### config.mk
export PLATFORM = sky130hd
export DESIGN_NAME = pin_evt_detect
export DESIGN_NICKNAME = d
export VERILOG_FILES = /design/src/rtl/pin_evt_pkg.sv /design/src/rtl/pin_evt_decode.sv /design/src/rtl/pin_evt_cell.sv /design/src/rtl/pin_evt_regif.sv /design/src/rtl/pin_evt_detect.sv
export SDC_FILE = /design/constraint.sdc
export NUM_CORES = 1
export LEC_CHECK = 0
export BUFFER_PORTS_ARGS = -buffer_cell sky130_fd_sc_hd__clkbuf_2
export CAP_MARGIN = 20
export CORE_UTILIZATION = 58
export CTS_CLUSTER_SIZE = 40
export DETAILED_ROUTE_END_ITERATION = 10
export GPL_ROUTABILITY_DRIVEN = 0
export PLACE_DENSITY_LB_ADDON = 0.1
export SYNTH_ARGS = -nofsm -noshare
export SYNTH_HDL_FRONTEND = slang
export SYNTH_SLANG_ARGS = --single-unit
### constraint.sdc
create_clock -name clk -period 2.7 [get_ports clk]
set_input_delay 0.405 -clock clk [delete_from_list [all_inputs] [get_ports clk]]
set_output_delay 0.405 -clock clk [all_outputs]
set_load 0.02 [all_outputs]
### src/rtl/pin_evt_pkg.sv
package pin_evt_pkg;

  localparam int unsigned MODE_W   = 4;
  localparam int unsigned FLAG_BIT = 8;

  localparam logic [MODE_W-1:0] M_OFF      = 4'h0;
  localparam logic [MODE_W-1:0] M_DMA_RISE = 4'h1;
  localparam logic [MODE_W-1:0] M_DMA_FALL = 4'h2;
  localparam logic [MODE_W-1:0] M_DMA_ANY  = 4'h3;
  localparam logic [MODE_W-1:0] M_IRQ_LOW  = 4'h8;
  localparam logic [MODE_W-1:0] M_IRQ_RISE = 4'h9;
  localparam logic [MODE_W-1:0] M_IRQ_FALL = 4'hA;
  localparam logic [MODE_W-1:0] M_IRQ_ANY  = 4'hB;
  localparam logic [MODE_W-1:0] M_IRQ_HIGH = 4'hC;

  // Decoded meaning of one mode code
  typedef struct packed {
    logic to_dma;
    logic to_irq;
    logic on_rise;
    logic on_fall;
    logic on_low;
    logic on_high;
  } evt_sel_t;

endpackage

### src/rtl/pin_evt_decode.sv
module pin_evt_decode
  import pin_evt_pkg::*;
(
  input  logic [MODE_W-1:0] mode,
  output evt_sel_t          sel
);

  always_comb begin
    sel = '0;
    unique case (mode)
      M_DMA_RISE: begin sel.to_dma = 1'b1; sel.on_rise = 1'b1; end
      M_DMA_FALL: begin sel.to_dma = 1'b1; sel.on_fall = 1'b1; end
      M_DMA_ANY:  begin sel.to_dma = 1'b1; sel.on_rise = 1'b1; sel.on_fall = 1'b1; end
      M_IRQ_LOW:  begin sel.to_irq = 1'b1; sel.on_low  = 1'b1; end
      M_IRQ_RISE: begin sel.to_irq = 1'b1; sel.on_rise = 1'b1; end
      M_IRQ_FALL: begin sel.to_irq = 1'b1; sel.on_fall = 1'b1; end
      M_IRQ_ANY:  begin sel.to_irq = 1'b1; sel.on_rise = 1'b1; sel.on_fall = 1'b1; end
      M_IRQ_HIGH: begin sel.to_irq = 1'b1; sel.on_high = 1'b1; end
      default:    sel = '0;  // off and undefined codes
    endcase
  end

endmodule

### src/rtl/pin_evt_cell.sv
module pin_evt_cell
  import pin_evt_pkg::*;
(
  input  logic              clk,
  input  logic              rst_n,
  input  logic              lvl,
  input  logic              mode_we,
  input  logic [MODE_W-1:0] mode_wd,
  input  logic              sw_clr,
  input  logic              dma_done,
  output logic [MODE_W-1:0] mode_q,
  output logic              flag_q,
  output logic              irq_src,
  output logic              dma_src
);

  logic     prev_q;
  logic     set_evt;
  logic     clr_evt;
  evt_sel_t sel;

  pin_evt_decode u_dec (
    .mode (mode_q),
    .sel  (sel)
  );

  // Edge and level conditions against the previous-cycle level
  assign set_evt = (sel.on_rise &  lvl & ~prev_q)
                 | (sel.on_fall & ~lvl &  prev_q)
                 | (sel.on_low  & ~lvl)
                 | (sel.on_high &  lvl);

  assign clr_evt = sw_clr | (dma_done & sel.to_dma);

  always_ff @(posedge clk or negedge rst_n) begin
    if (!rst_n) begin
      prev_q <= 1'b0;
      mode_q <= M_OFF;
      flag_q <= 1'b0;
    end else begin
      prev_q <= lvl;
      if (mode_we) mode_q <= mode_wd;
      // set dominates clear
      flag_q <= (flag_q & ~clr_evt) | set_evt;
    end
  end

  assign irq_src = flag_q & sel.to_irq;
  assign dma_src = flag_q & sel.to_dma;

endmodule

### src/rtl/pin_evt_regif.sv
module pin_evt_regif
  import pin_evt_pkg::*;
#(
  parameter int unsigned NPINS = 32,
  parameter int unsigned AW    = 6,
  parameter int unsigned DW    = 32
) (
  input  logic                      reg_wr,
  input  logic [AW-1:0]             reg_addr,
  input  logic [DW-1:0]             reg_wdata,
  input  logic [NPINS*MODE_W-1:0]   mode_vec,
  input  logic [NPINS-1:0]          flag_vec,
  output logic [NPINS-1:0]          mode_we,
  output logic [MODE_W-1:0]         mode_wd,
  output logic [NPINS-1:0]          sw_clr,
  output logic [DW-1:0]             reg_rdata
);

  localparam logic [AW-1:0] STAT_ADDR = AW'(NPINS);

  logic stat_wr;

  assign stat_wr = reg_wr && (reg_addr == STAT_ADDR);
  assign mode_wd = reg_wdata[MODE_W-1:0];

  for (genvar p = 0; p < NPINS; p++) begin : g_pin
    assign mode_we[p] = reg_wr && (reg_addr == AW'(p));
    assign sw_clr[p]  = (mode_we[p] && reg_wdata[FLAG_BIT]) || (stat_wr && reg_wdata[p]);
  end

  always_comb begin
    reg_rdata = '0;
    for (int p = 0; p < NPINS; p++) begin
      if (reg_addr == AW'(p)) begin
        reg_rdata[MODE_W-1:0] = mode_vec[p*MODE_W +: MODE_W];
        reg_rdata[FLAG_BIT]   = flag_vec[p];
      end
    end
    if (reg_addr == STAT_ADDR) reg_rdata = DW'(flag_vec);
  end

endmodule

### src/rtl/pin_evt_detect.sv
module pin_evt_detect
  import pin_evt_pkg::*;
#(
  parameter int unsigned NPINS = 32,
  localparam int unsigned AW   = $clog2(NPINS + 1),
  localparam int unsigned DW   = (NPINS > 16) ? NPINS : 16
) (
  input  logic             clk,
  input  logic             rst_n,
  input  logic [NPINS-1:0] pin_lvl,
  input  logic [NPINS-1:0] dma_done,
  input  logic             reg_wr,
  input  logic [AW-1:0]    reg_addr,
  input  logic [DW-1:0]    reg_wdata,
  output logic [DW-1:0]    reg_rdata,
  output logic             irq,
  output logic             dma_req,
  output logic [NPINS-1:0] flags
);

  logic [NPINS*MODE_W-1:0] mode_vec;
  logic [NPINS-1:0]        mode_we;
  logic [MODE_W-1:0]       mode_wd;
  logic [NPINS-1:0]        sw_clr;
  logic [NPINS-1:0]        irq_src;
  logic [NPINS-1:0]        dma_src;

  pin_evt_regif #(.NPINS(NPINS), .AW(AW), .DW(DW)) u_regif (
    .reg_wr    (reg_wr),
    .reg_addr  (reg_addr),
    .reg_wdata (reg_wdata),
    .mode_vec  (mode_vec),
    .flag_vec  (flags),
    .mode_we   (mode_we),
    .mode_wd   (mode_wd),
    .sw_clr    (sw_clr),
    .reg_rdata (reg_rdata)
  );

  for (genvar p = 0; p < NPINS; p++) begin : g_cell
    pin_evt_cell u_cell (
      .clk      (clk),
      .rst_n    (rst_n),
      .lvl      (pin_lvl[p]),
      .mode_we  (mode_we[p]),
      .mode_wd  (mode_wd),
      .sw_clr   (sw_clr[p]),
      .dma_done (dma_done[p]),
      .mode_q   (mode_vec[p*MODE_W +: MODE_W]),
      .flag_q   (flags[p]),
      .irq_src  (irq_src[p]),
      .dma_src  (dma_src[p])
    );
  end

  assign irq     = |irq_src;
  assign dma_req = |dma_src;

endmodule

==> metrics.md <==
| Metric | Value |
|---|---|
| Number of cells in the design after placement | `around 1700` |
| DRC violation total after the first TritonRoute iteration | `between 1500 and 2000` |
| Remaining max-slew budget at the tightest pin | `around 37%` |
| Routed length per placed instance | `about 24 microns` |
| Clock group share of total power | `a little under a quarter` |
| Pin count of the biggest net entering global routing | `74` |
| Worst skew pair latency | `roughly 0.44 ns` |
| Worst setup margin | `-0.138 ns` |
| Total power consumption of the routed design | `10000 uW` |
| Slowest stage delay, CP | `0.52 ns` |
| Unrepaired setup endpoints after global routing | `yes` |
| Max-cap violations | `0` |
| Worst slack on hold paths | `between 0.1 and 0.15 ns` |
| Summed instance area of the synthesized netlist | `approximately 0.012 sq mm` |
| Hold Violations, Final | `0` |
| Number of buffers created by CTS | `17` |
| ANT nets after route | `0` |
| Number of warnings printed during yosys synthesis | `0` |
| Number of filler instances in the final layout | `1451` |
| Largest fanout of any net on the critical path | `2` |
| Chip Height | `approximately 140 microns` |
| Worst hold path type | `input port to flop` |
| Predominant post-synthesis flop cell | `sky130_fd_sc_hd__dfrtp_1` |
| Mean number of vias per cell | `6.70` |
| DRC errors left | `0` |
| Share of post-route cells with drive strength above 1 | `between 30 and 40%` |
| Global-route wire length before repair | `around 63000 microns` |
| Number of detailed-route iterations in the first pass | `6` |
| Slowest-stage cell, CP | `sky130_fd_sc_hd__mux4_2` |
| Standard-cell row count | `51` |
| Via count of the first global-routing pass | `around 11000` |
| Maximum clock insertion buffer count | `2` |
| Combined buffer and inverter count along the critical path | `1` |
| Vias after detailed routing | `~12000` |
| X dimension of the die | `145 microns` |
| Initial antenna violation count | `0` |
| Switching pwr | `4030 uW` |
| Post-Synthesis Net Count | `between 1000 and 1500` |
| Final critical path time including I/O delays and setup | `2.84 ns` |
| I/O pins | `171` |
| Worst vdd rail ir drop | `655 uV` |
| Htree depth | `4` |
| Post-Synthesis Mean Instance Area | `9.60 sq um` |
| Leakage power figure | `0.00630 uW` |
| Area post-placement | `0.0135 sq mm` |
| Final Non-Filler Cells | `between 1500 and 2000` |
| Final worst-path cycle share | `105%` |
| Capturing element type of the critical path | `output pin` |
| Post-Route WL | `roughly 42000 microns` |
| Flop pwr share | `44.3%` |
| Number of flip-flops and latches in the synthesized netlist | `~190` |
| Arrival @ worst endpoint | `~2.4 ns` |
| Root Driver | `sky130_fd_sc_hd__clkbuf_16` |
| Switching share of power | `around 40%` |
| Clk sink count | `about 190` |
| Post-synthesis instance total | `1232` |
| Clock tree skew after final layout | `~0.011 ns` |
| Status | `finished with violations` |
| Sequential cell area fraction in the yosys report | `between 40 and 50%` |
| Number of distinct library cells after synthesis | `between 70 and 80` |
| Critical path class | `flop to output pin` |
| Placeable core region | `between 0.015 and 0.02 sq mm` |
| Ys async rst share | `100%` |
| Accumulated negative setup slack | `-0.431 ns` |
| Type of element launching the critical path | `flop` |
| GRT overflow | `0` |
| Violated checks | `negative setup slack` |
| Setup-violating endpoint count in the final report | `7` |
| Internal Power | `6010 uW` |
| Post-route design area | `between 0.01 and 0.015 sq mm` |
| Worst-path clk slew | `0.08 ns` |
| Power density relative to cell area | `692 mW/mm^2` |
| Max Clock Freq | `about 350 MHz` |
| Number of enable-type register cells in the synthesized netlist | `0` |
| CTS tree | `built` |
| Critical Path RT | `~2.3 ns` |
| ANT cells | `0` |
| Die area | `0.0210 sq mm` |
| Top delay family on crit path | `compound AO/OA/AOI/OAI gates` |
| Worst slew pin tran | `about 0.95 ns` |
| Layout overhead on the synthesized area | `22.8%` |
| HPWL reported at the end of detailed placement | `between 30000 and 40000 microns` |
| Total Routing Usage GR | `between 40 and 50%` |
| Initial core utilization | `approximately 60%` |
| Slew Viols, Final | `0` |
| Number of nets in the finished design | `about 1600` |
| Ordered list of cells on the worst path | `mux4_2 -> a211oi_4 -> o41ai_4 -> a221oi_4 -> o211ai_2 -> clkbuf_8` |
| Power share of the combinational group | `31.9%` |
| Count of input and output buffers | `between 150 and 200` |
## cells in the final DEF, fill, tap and decap left out, drive strengths merged, types with 16 or more instances in the layout
master	instances
clkbuf	187
a21oi	60
nand4	28
nand3b	38
nor3	43
buf	139
inv	24
mux2i	23
nand3	72
o21ai	60
xnor2	32
and2	32
dfrtp	192
a311o	18
a31oi	19
nor2	91
nand2	111
o211ai	25
a221oi	16
mux2	136
a22oi	20
## layout make-up
class	count	area (sq um)	area share, %
Sequential cell	192	4830	33.3
Timing Repair Buffer	307	2090	14.4
Tap cell	265	332	2.28
Inverter	21	78.8	0.543
Clock buffer	20	437	3.01
Multi-Input combinational cell	925	6650	45.8
Clock inverter	12	104	0.716
## routing by layer
layer / global-route usage [%] / up-vias / wire length [microns]
li1: - / 5023 / -
met1: 54.1 / 5633 / 16300
met2: 61.8 / 806 / 18400
met3: 10.7 / 205 / 4710
met4: 22.6 / 0 / 2430
met5: 0 / - / 0
## registers in the layout, summed over array words and instances, names as in the netlist
signal                cells
g_cell.u_cell.flag_q     32
g_cell.u_cell.mode_q    128
g_cell.u_cell.prev_q     32
## path summary, 6_finish.rpt
check	from	end	slack, ns	cells past startpoint
worst max-delay path	g_cell[2].u_cell.mode_q[2]	reg_rdata[2]	-0.14	6
worst min-delay path	pin_lvl[4]	g_cell[4].u_cell.prev_q	0.11	1
min in group asynchronous	rst_n	g_cell[10].u_cell.flag_q	0.52	2
worst max register to register	g_cell[10].u_cell.mode_q[3]	g_cell[10].u_cell.flag_q	0.75	5
max in group asynchronous	rst_n	g_cell[28].u_cell.mode_q[0]	1.44	3
worst min register to register	g_cell[9].u_cell.mode_q[2]	g_cell[9].u_cell.flag_q	0.56	1
## through the flow
step | worst slack, ns | utilization (%)
3_3_place_gp | -0.0383 | 68.2
2_1_floorplan | 0.255 | -
3_5_place_dp | -0.0637 | 68.2
5_1_grt | -0.173 | 73.6
6_report | -0.138 | 73.6
4_1_cts | -0.0902 | 72.2
## cell usage after synthesis (5+ instances only)
| cell | count | share of area (%) |
|---|---|---|
| sky130_fd_sc_hd__a31oi_1 | 19 | 1.0 |
| sky130_fd_sc_hd__a311o_1 | 18 | 1.5 |
| sky130_fd_sc_hd__nor2_1 | 86 | 2.7 |
| sky130_fd_sc_hd__nand4_1 | 28 | 1.5 |
| sky130_fd_sc_hd__buf_2 | 21 | 0.89 |
| sky130_fd_sc_hd__o211ai_1 | 24 | 1.5 |
| sky130_fd_sc_hd__nor3_1 | 43 | 1.8 |
| sky130_fd_sc_hd__mux2_2 | 136 | 13 |
| sky130_fd_sc_hd__o22ai_1 | 8 | 0.42 |
| sky130_fd_sc_hd__o21ai_0 | 59 | 2.5 |
| sky130_fd_sc_hd__nand3_1 | 72 | 3.0 |
| sky130_fd_sc_hd__nand3b_1 | 38 | 2.4 |
| sky130_fd_sc_hd__a211oi_1 | 6 | 0.38 |
| sky130_fd_sc_hd__xnor2_1 | 32 | 2.4 |
| sky130_fd_sc_hd__nand2_1 | 111 | 3.5 |
| sky130_fd_sc_hd__and2_1 | 29 | 1.5 |
| sky130_fd_sc_hd__a22oi_1 | 20 | 1.3 |
| sky130_fd_sc_hd__nand2b_1 | 5 | 0.26 |
| sky130_fd_sc_hd__nor2_2 | 5 | 0.26 |
| sky130_fd_sc_hd__dfrtp_1 | 192 | 41 |
| sky130_fd_sc_hd__o221ai_1 | 6 | 0.44 |
| sky130_fd_sc_hd__inv_1 | 20 | 0.63 |
| sky130_fd_sc_hd__a21o_1 | 5 | 0.32 |
| sky130_fd_sc_hd__a221oi_1 | 14 | 1.0 |
| sky130_fd_sc_hd__a32oi_1 | 7 | 0.52 |
| sky130_fd_sc_hd__a21oi_1 | 59 | 2.5 |
| sky130_fd_sc_hd__nor2b_1 | 8 | 0.42 |
| sky130_fd_sc_hd__buf_4 | 42 | 2.7 |
| sky130_fd_sc_hd__clkbuf_1 | 27 | 0.86 |
| sky130_fd_sc_hd__mux2i_1 | 23 | 1.9 |
## logic make-up (layout without fill, tap and decap cells)
logic type | after synthesis | after routing | synth area share, %
xor+xnor | 32 | 32 | 2.37
mux | 163 | 163 | 15.7
flops | 192 | 192 | 40.6
buf+inv | 115 | 360 | 5.33
simple gates | 451 | 451 | 19.9
compound gates | 279 | 279 | 16.1
## power by group through the flow
stage / Clock [uW] / Combinational (uW) / Sequential [uW]
global route: 2530 / 3440 / 4480
finish: 2400 / 3200 / 4450
detailed placement: 0 / 2910 / 4420
global placement: 0 / 2860 / 4400
CTS: 2400 / 3020 / 4370
floorplan: 0 / 2150 / 3980
## timing repair
| item | CTS | global route |
|---|---|---|
| buffers inserted | 11 | 12 |
| hold buffers | 1 | 0 |
| endpoints found under the hold margin | 13 | 0 |
| endpoints found under the setup margin | 4 | 7 |
| resized for setup | 40 | 57 |
| cloned | 0 | 0 |
| pin swaps | 16 | 23 |
(Power assumes the default switching activity.)
